==> src/rtl/bseq_pkg.sv <==
// Package: shared width and order encoding for the burst offset sequencer.
// Assumes a power-of-two burst length so that offsets wrap naturally.
package bseq_pkg;
    localparam int OFS_W_DEF = 2;

    typedef enum logic {
        ORD_LINEAR     = 1'b0,
        ORD_INTERLEAVE = 1'b1
    } burst_order_e;
endpackage

==> src/rtl/bseq_beat_ctr.sv <==
// Module: holds the start offset and the beat index of the current burst.
// A load captures the start offset and clears the beat index. An advance
// adds one to the beat index, which wraps at 2**W with no carry out.
// Assumes clk_en_n gates every state change.
module bseq_beat_ctr #(
    parameter int W = 2
) (
    input  logic         clk,
    input  logic         rst_n,
    input  logic         clk_en_n,
    input  logic         adv_ld_n,
    input  logic [W-1:0] addr_lo,
    output logic [W-1:0] start_q,
    output logic [W-1:0] beat_q
);
    logic take_load;
    logic take_step;

    // Decode the command that the current edge carries.
    always_comb begin
        take_load = !clk_en_n && !adv_ld_n;
        take_step = !clk_en_n &&  adv_ld_n;
    end

    // Update the start offset and the beat index.
    always_ff @(posedge clk) begin
        if (!rst_n) begin
            start_q <= '0;
            beat_q  <= '0;
        end else if (take_load) begin
            start_q <= addr_lo;
            beat_q  <= '0;
        end else if (take_step) begin
            beat_q  <= beat_q + W'(1);
        end
    end
endmodule

==> src/rtl/bseq_order_map.sv <==
// Module: combines the start offset and the beat index into the output offset.
// Linear order adds them modulo 2**W. Interleaved order XORs them.
// Purely combinational, so the order select takes effect immediately.
module bseq_order_map #(
    parameter int W = 2
) (
    input  logic         order_sel,
    input  logic [W-1:0] start_q,
    input  logic [W-1:0] beat_q,
    output logic [W-1:0] offset
);
    import bseq_pkg::*;

    logic [W-1:0] lin_ofs;
    logic [W-1:0] ilv_ofs;

    // Linear sum, with the carry dropped.
    always_comb lin_ofs = start_q + beat_q;

    // Interleaved order, built bit by bit.
    for (genvar b = 0; b < W; b++) begin : g_ilv
        assign ilv_ofs[b] = start_q[b] ^ beat_q[b];
    end

    // Pick the ordering that the strap selects.
    always_comb begin
        if (burst_order_e'(order_sel) == ORD_INTERLEAVE) offset = ilv_ofs;
        else                                             offset = lin_ofs;
    end
endmodule

==> src/rtl/bseq_type_hold.sv <==
// Module: captures the access type at a load and holds it for the burst.
// Assumes wr_en_n is active low and is meaningful only at a load.
module bseq_type_hold (
    input  logic clk,
    input  logic rst_n,
    input  logic clk_en_n,
    input  logic adv_ld_n,
    input  logic wr_en_n,
    output logic is_wr_q
);
    // Latch the type only when a new burst starts.
    always_ff @(posedge clk) begin
        if (!rst_n)                      is_wr_q <= 1'b0;
        else if (!clk_en_n && !adv_ld_n) is_wr_q <= !wr_en_n;
    end
endmodule

==> src/rtl/burst_offset_seq.sv <==
// Module: top of the burst offset sequencer.
// Drives the low address offset of a burst and the frozen read/write type.
// Assumes a synchronous active-low reset and a strap-style order select.
module burst_offset_seq #(
    parameter int OFS_W = bseq_pkg::OFS_W_DEF
) (
    input  logic             clk,
    input  logic             rst_n,
    input  logic             clk_en_n,
    input  logic             adv_ld_n,
    input  logic [OFS_W-1:0] addr_lo,
    input  logic             order_sel,
    input  logic             wr_en_n,
    output logic [OFS_W-1:0] offset_o,
    output logic             burst_wr_o
);
    logic [OFS_W-1:0] start_q;
    logic [OFS_W-1:0] beat_q;

    bseq_beat_ctr #(.W(OFS_W)) u_ctr (
        .clk      (clk),
        .rst_n    (rst_n),
        .clk_en_n (clk_en_n),
        .adv_ld_n (adv_ld_n),
        .addr_lo  (addr_lo),
        .start_q  (start_q),
        .beat_q   (beat_q)
    );

    bseq_order_map #(.W(OFS_W)) u_map (
        .order_sel (order_sel),
        .start_q   (start_q),
        .beat_q    (beat_q),
        .offset    (offset_o)
    );

    bseq_type_hold u_type (
        .clk      (clk),
        .rst_n    (rst_n),
        .clk_en_n (clk_en_n),
        .adv_ld_n (adv_ld_n),
        .wr_en_n  (wr_en_n),
        .is_wr_q  (burst_wr_o)
    );
endmodule

==> config.mk <==
export PLATFORM = sky130hd
export DESIGN_NAME = burst_offset_seq
export DESIGN_NICKNAME = d
export VERILOG_FILES = /design/src/rtl/bseq_pkg.sv /design/src/rtl/bseq_beat_ctr.sv /design/src/rtl/bseq_order_map.sv /design/src/rtl/bseq_type_hold.sv /design/src/rtl/burst_offset_seq.sv
export SDC_FILE = /design/constraint.sdc
export NUM_CORES = 1
export LEC_CHECK = 0
export BUFFER_PORTS_ARGS = -buffer_cell sky130_fd_sc_hd__buf_4
export CAP_MARGIN = 20
export CORE_AREA = 5 5 42 44
export DETAILED_ROUTE_END_ITERATION = 8
export DIE_AREA = 0 0 47 49
export PLACE_DENSITY_LB_ADDON = 0.12
export SYNTH_ARGS = -nofsm -noshare
export SYNTH_HDL_FRONTEND = slang
export SYNTH_SLANG_ARGS = --single-unit
export TNS_END_PERCENT = 100
==> constraint.sdc <==
create_clock -name clk -period 1.01 [get_ports clk]
set_input_delay 0.303 -clock clk [delete_from_list [all_inputs] [get_ports clk]]
set_output_delay 0.303 -clock clk [all_outputs]
set_load 0.02 [all_outputs]
==> impl_metrics.ini, run 1 <==
[run_status]
status = finished with violations
violations = setup timing

[power]
ir_drop_mv = 0.785
power_density_nw_per_um2 = 1270
p_comb_share_pct = 20.6
leakagePower_nw = 0.184
p_int_w = 0.000425
p_sw_w = 0.000135
seqPwrFrac_pct = 38.7
clock_power_share_pct = 40.7
finalPower_w = 0.000560
switching_share_pct = 24.0

[global_routing]
grt_remaining_overflow = 0
grt_first_pass_wirelength_um = 1080
grt_pass1_vias = 271
grt_max_degree = 8
grt_use_total_pct = 6.71
antenna_found_initial = 0

[synthesis]
synthCells = 26
synth.yosys.seq_area_share_pct = 40.6
yosys_warnings = 0
synth_nets = 35
synthTopCellsByArea = dfxtp_1 41%, a21boi_1 9.1%, nor2b_1 7.6%
synth_top_family_by_area = simple AND/OR/NAND/NOR gates
synth_top_area_share_pct = 40.6
synth.distinct_cells = 14
synth_area_leader_cell = dfxtp_1
synth_xor_area_share_pct = 7.11
synth_adder_area_share_pct = 5.08
avgSynthCellArea_um2 = 9.48
synth.area.mux_share_pct = 0
synth_compound_area_share_pct = 21.3
synthSimpleGateAreaFrac_pct = 24.4
syn-cell-area_um2 = 246
synth-seq-cells = 5

[setup_path]
r2r_start = u_ctr.beat_q[0]
path_max_fanout = 2
rr_endpoint = u_ctr.beat_q[0]
r2r_slack_ns = 0.14
r2r_cells = 4
cp.arrival_ns = 1.14
cp-end-kind = output port
start_kind = flop
critPathKind = reg2out
crit_required_ns = 0.71

[run]
maxCapViolations = 0

[finish]
stdcell_count = 58
post-route-util_pct = 31.4
fillers = 157
antenna_cells = 0
multi_input_area_um2 = 181
area_growth_pct = 78.7
regArea_um2 = 104
drive_gt1_share_pct = 57.1
layout_commonest_cell = buf_4
nNetsFinal = 52
final_cell_area_um2 = 440

[floorplanning]
die_h_um = 49
start_util_pct = 17.6
rows = 14
io_pins = 11
die_area_um2 = 2300
die_w_um = 47
core_area_um2 = 1400

[clocking]
cts_root_buf = clkbuf_4
cts_tree = done
clk_pin_slew_ns = 0.04
clock_path_buffers = 2
clock_latency_ns = 0.24
hold_buffers = 0
cts_made_buffers = 3
clock_sinks = 5
htreeDepth = 1

[routing]
wl_per_cell_um = 11.1
dr.pass1.iters = 2
route.detailed.drc = 0
first_iter_violations = 7
drt-vias-per-instance = 4.19
routed_wl_um = 644
ant_nets = 0
vias = 243

[place]
gp_congestion = 0.684
port_buffers = 10
dpl_cell_area_um2 = 400
place_ws_ns = -0.282
dpl.cell_count = 54

[sta]
worst_pin_slew_ns = 0.146
slew_headroom_pct = 90.2
fin_skew_ns = 0.00253
min_period_over_period_pct = 143
fin_crit_ns = 1.44
setup_slack_ns = -0.434
rsz0062_at_grt = true
setup_violations = 2
max_freq_mhz = 693
hold_viol_final = 0
drv_slew = 0

[worst_hold_path]
hp-start = addr_lo[0]
hp-class = in2reg
hold_path_depth = 3
hold_end = u_ctr.start_q[0]
==> metrics by stage <==
step                      setup TNS (ns)  hold slack [ns]
after floorplan                   -0.120            0.431
after global placement            -0.247            0.482
after CTS                         -0.708            0.301
after detailed placement          -0.323            0.499
final                             -0.664            0.309
after global routing              -0.740            0.312
==> layer usage <==
| metal | vias to the layer above | global-route usage [%] | wire (um) |
|---|---|---|---|
| met3 | 0 | 5.90 | 48 |
| met2 | 7 | 9.95 | 350 |
| met5 | - | 0 | 0 |
| li1 | 122 | - | - |
| met1 | 114 | 7.10 | 245 |
| met4 | 0 | 1.38 | 0 |
==> worst max-delay path by stage <==
stage	startpoint	to	slack [ns]	cells after the start
after floorplan	u_ctr.start_q[1]	offset_o[1]	-0.11	2
after global placement	u_ctr.start_q[0]	offset_o[1]	-0.24	4
after detailed placement	u_ctr.start_q[0]	offset_o[1]	-0.28	4
after CTS	u_ctr.beat_q[0]	offset_o[1]	-0.46	4
after global routing	u_ctr.beat_q[0]	offset_o[1]	-0.48	4
final	u_ctr.beat_q[0]	offset_o[1]	-0.43	4
==> state kept, by name, summed over array words and instances, names as in the netlist <==
name            flops
u_ctr.start_q       2
u_ctr.beat_q        2
u_type.is_wr_q      1
==> cell usage after synthesis (all sizes together) <==
cell type  number
dfxtp           5
a21boi          3
nand2           3
nor2b           3
o21ai           3
xnor2           2
a21oi           1
clkbuf          1
ha              1
nand4bb         1
nor2            1
nor3b           1
o211a           1
==> final cells by class <==
type                       count  area share (%)
multi-input combinational     20            41.2
timing repair buffer          13            24.7
sequential                     5            23.6
clock buffer                   4            5.97
tap                           16            4.55
==> worst max-delay path, cell delays in order (launching register included) <==
cell and delay (ns):
dfxtp_2 0.35, ha_4 0.13, nor2b_4 0.18, xnor2_4 0.12, buf_6 0.13
==> kinds of logic after synthesis <==
logic type	Yosys count
AOI/OAI and AO/OA	8
xor gates and xnor gates	2
adders and majority gates	1
buffers and inverters	1
DFF	5
and+or+nand+nor	9
==> what timing repair did <==
item                                    CTS  global route
buffers inserted                          0             0
gates cloned                              0             0
endpoints found under the setup margin    3             2
resized for setup                         5             0
endpoints found under the hold margin     0             0
pin swaps                                 2             0
==> power groups by stage <==
stage | logic (W) | clock network, W | registers [W]
after floorplan | 0.0000546 | 0 | 0.000222
after global placement | 0.000103 | 0 | 0.000219
after detailed placement | 0.000109 | 0 | 0.000219
after CTS | 0.000118 | 0.000243 | 0.000217
after global routing | 0.000125 | 0.000255 | 0.000217
final | 0.000115 | 0.000228 | 0.000217
Power figures use the tool's default switching activity.
==> inputs of run 2 (changes only) <==
ABC_AREA = 1   (was default)
==> run 2 against run 1 <==
The flow still finishes with violations (setup timing). Clock skew fell by 0.0025 ns. Combinational power increased by 17%. Via count up 22%. Utilization increased by 1.5 points. Critical path type unchanged. Largest cell class unchanged. Largest power group unchanged. Highest routed layer is now met4.
==> impl_metrics.ini, run 2 <==
[routing]
route.detailed.drc = 0
drt-vias-per-instance = 3.86
vias = 297
wl_met3_um = 55
first_iter_violations = 1
dr_wl_met2_um = 227
drt-met1-wl_um = 280
wl_per_cell_um = 7.44
dr.pass1.iters = 2
ant_nets = 0
highest_layer = met4
routed_wl_um = 573

[setup_path]
cpMaxStageDelayCell = dfxtp_4
cp.arrival_ns = 1.12
cpLargestDelayFamily = flip-flops
path_max_fanout = 2
crit_required_ns = 0.71
r2r_start = u_ctr.beat_q[0]
start_kind = flop
critPathKind = reg2out
crit_top_cell = inv_2
rr_endpoint = u_ctr.beat_q[1]
cp_num_buf_inv = 3
crit_path_max_incr_delay_ns = 0.36
r2r_slack_ns = 0.08
r2r_cells = 6
cp-end-kind = output port
path_cells = ha_4 > inv_2 > nor2_4 > nand3_1 > nand2_1 > inv_2 > buf_6

[worst_hold_path]
hold_path_depth = 3
hp-class = in2reg
hold_end = u_ctr.start_q[0]
hp-start = addr_lo[0]

[floorplanning]
rows = 14
die_area_um2 = 2300
start_util_pct = 19.7
core_area_um2 = 1400
die_h_um = 49
io_pins = 11
die_w_um = 47

[finish]
layout_commonest_cell = buf_4
top_regs = u_ctr.beat_q: 2 flops, u_ctr.start_q: 2 flops, u_type.is_wr_q: 1 flops
final_cell_mix = 11 x buf_4, 10 x nand2_1, 10 x nor2_1
post-route-util_pct = 32.9
nNetsFinal = 71
drive_gt1_share_pct = 49.2
area_growth_pct = 67.0
final_cell_area_um2 = 462
antenna_cells = 0

[synthesis]
ys_async_sr_fraction_pct = 0
ys_top_cells_by_count = 11 x nor2_1, 10 x nand2_1, 6 x inv_1
avgSynthCellArea_um2 = 6.28
synthCells = 44
yosys_warnings = 0
syn-cell-area_um2 = 277
synthFlopType = dfxtp_1
yosysMostFrequentCell = nor2_1
synth-edff-count = 0
synth.distinct_cells = 12
synth_top_area_share_pct = 36.2
synthTopCellsByArea = dfxtp_1 36%, nor2_1 15%, nand2_1 14%
synth_nets = 53
synth.yosys.seq_area_share_pct = 36.2
synth-seq-cells = 5
synth_area_leader_cell = dfxtp_1

[sta]
slew_headroom_pct = 89.4
hold_viol_final = 0
min_period_over_period_pct = 141
max_freq_mhz = 704
rsz0062_at_grt = true
fin_crit_ns = 1.42
drv_slew = 0
fin_skew_ns = 0.00000852
timing.hold.ws_ns = 0.285
setup_violations = 2
setup_slack_ns = -0.411
worst_pin_slew_ns = 0.159

[power]
ir_drop_mv = 0.529
leakagePower_nw = 0.229
p_sw_w = 0.000153
seqPwrFrac_pct = 37.7
p_int_w = 0.000433
clock_power_share_pct = 39.3
power_density_nw_per_um2 = 1270
switching_share_pct = 26.2
p_comb_share_pct = 23.0

[global_routing]
grt_use_total_pct = 6.48
grt_pass1_vias = 290
grt_max_degree = 7
grt_remaining_overflow = 0
grt_first_pass_wirelength_um = 1100
antenna_found_initial = 0

[clocking]
hold_buffers = 0
htreeDepth = 1
clock_path_buffers = 2
cts_root_buf = clkbuf_4
cts_made_buffers = 3
clock_sinks = 5
cts_tree = done
clock_latency_ns = 0.24
clk_pin_slew_ns = 0.04

[run_status]
violations = setup timing
status = finished with violations

[place]
port_buffers = 10
dpl_cell_area_um2 = 392
place_ws_ns = -0.259
hpwlAfterDp_um = 461
gp_congestion = 0.652

[run]
maxCapViolations = 0
==> run 2: changes by cell type after synthesis, sizes merged, moves of 2 or more <==
cell / change
nor2b: -3
xnor2: -2
nand3: +2
inv: +9
nor2: +12
a21boi: -3
nand2: +7
==> run 2: worst min-delay path, stage by stage <==
cell and delay [ns]:
buf_4 0.08, nor2_1 0.03, nor2_1 0.08
==> run 2: logic make-up after synthesis <==
| logic type | Yosys count | share of synthesized area, % |
|---|---|---|
| compound gates | 2 | 3.62 |
| flops | 5 | 36.2 |
| fa+ha+maj | 1 | 4.52 |
| simple gates | 26 | 42.1 |
| buf+inv | 10 | 13.6 |
==> run 2: through the flow <==
step | total power, W | TNS (ns) | instances
final | 0.000586 | -0.653 | 77
after global routing | 0.000624 | -0.755 | 77
after CTS | 0.000601 | -0.693 | 77
after detailed placement | 0.000338 | -0.292 | 72
after global placement | 0.000339 | -0.289 | 72
after floorplan | 0.000282 | -0.123 | 44
==> run 2: area by class of cell <==
class | count | area [um2]
repair buffers | 14 | 116
clock buffers | 4 | 26.3
well taps | 16 | 20.0
multi-input cells | 29 | 159
inverters | 9 | 33.8
fillers | 166 | 940
flip-flops and latches | 5 | 106
==> run 2: worst max path at each step <==
stage                startpoint           to  slack, ns  cells past startpoint
2_1_floorplan   u_ctr.beat_q[0]  offset_o[1]      -0.11                      7
3_3_place_gp   u_ctr.start_q[0]  offset_o[1]      -0.24                      7
3_5_place_dp   u_ctr.start_q[0]  offset_o[1]      -0.26                      7
4_1_cts        u_ctr.start_q[0]  offset_o[1]      -0.46                      8
5_1_grt        u_ctr.start_q[0]  offset_o[1]      -0.49                      7
6_report       u_ctr.start_q[0]  offset_o[1]      -0.41                      7
==> run 2: metal layers <==
metal	up-vias	track usage, %
met3	2	2.95
met5	-	0
met2	11	8.37
li1	167	-
met4	0	4.15
met1	117	8.35
==> run 2: power by group through the flow <==
stage,registers (W),logic [W],clock network [W]
after floorplan,0.000224,0.0000580,0
after global placement,0.000221,0.000118,0
after detailed placement,0.000221,0.000117,0
after CTS,0.000222,0.000136,0.000244
after global routing,0.000222,0.000151,0.000251
final,0.000221,0.000135,0.000230
==> run 2: timing repair <==
item | CTS | global route
gates resized for setup | 9 | 2
setup endpoints to repair | 3 | 2
setup buffers | 1 | 0
pin swaps | 4 | 3
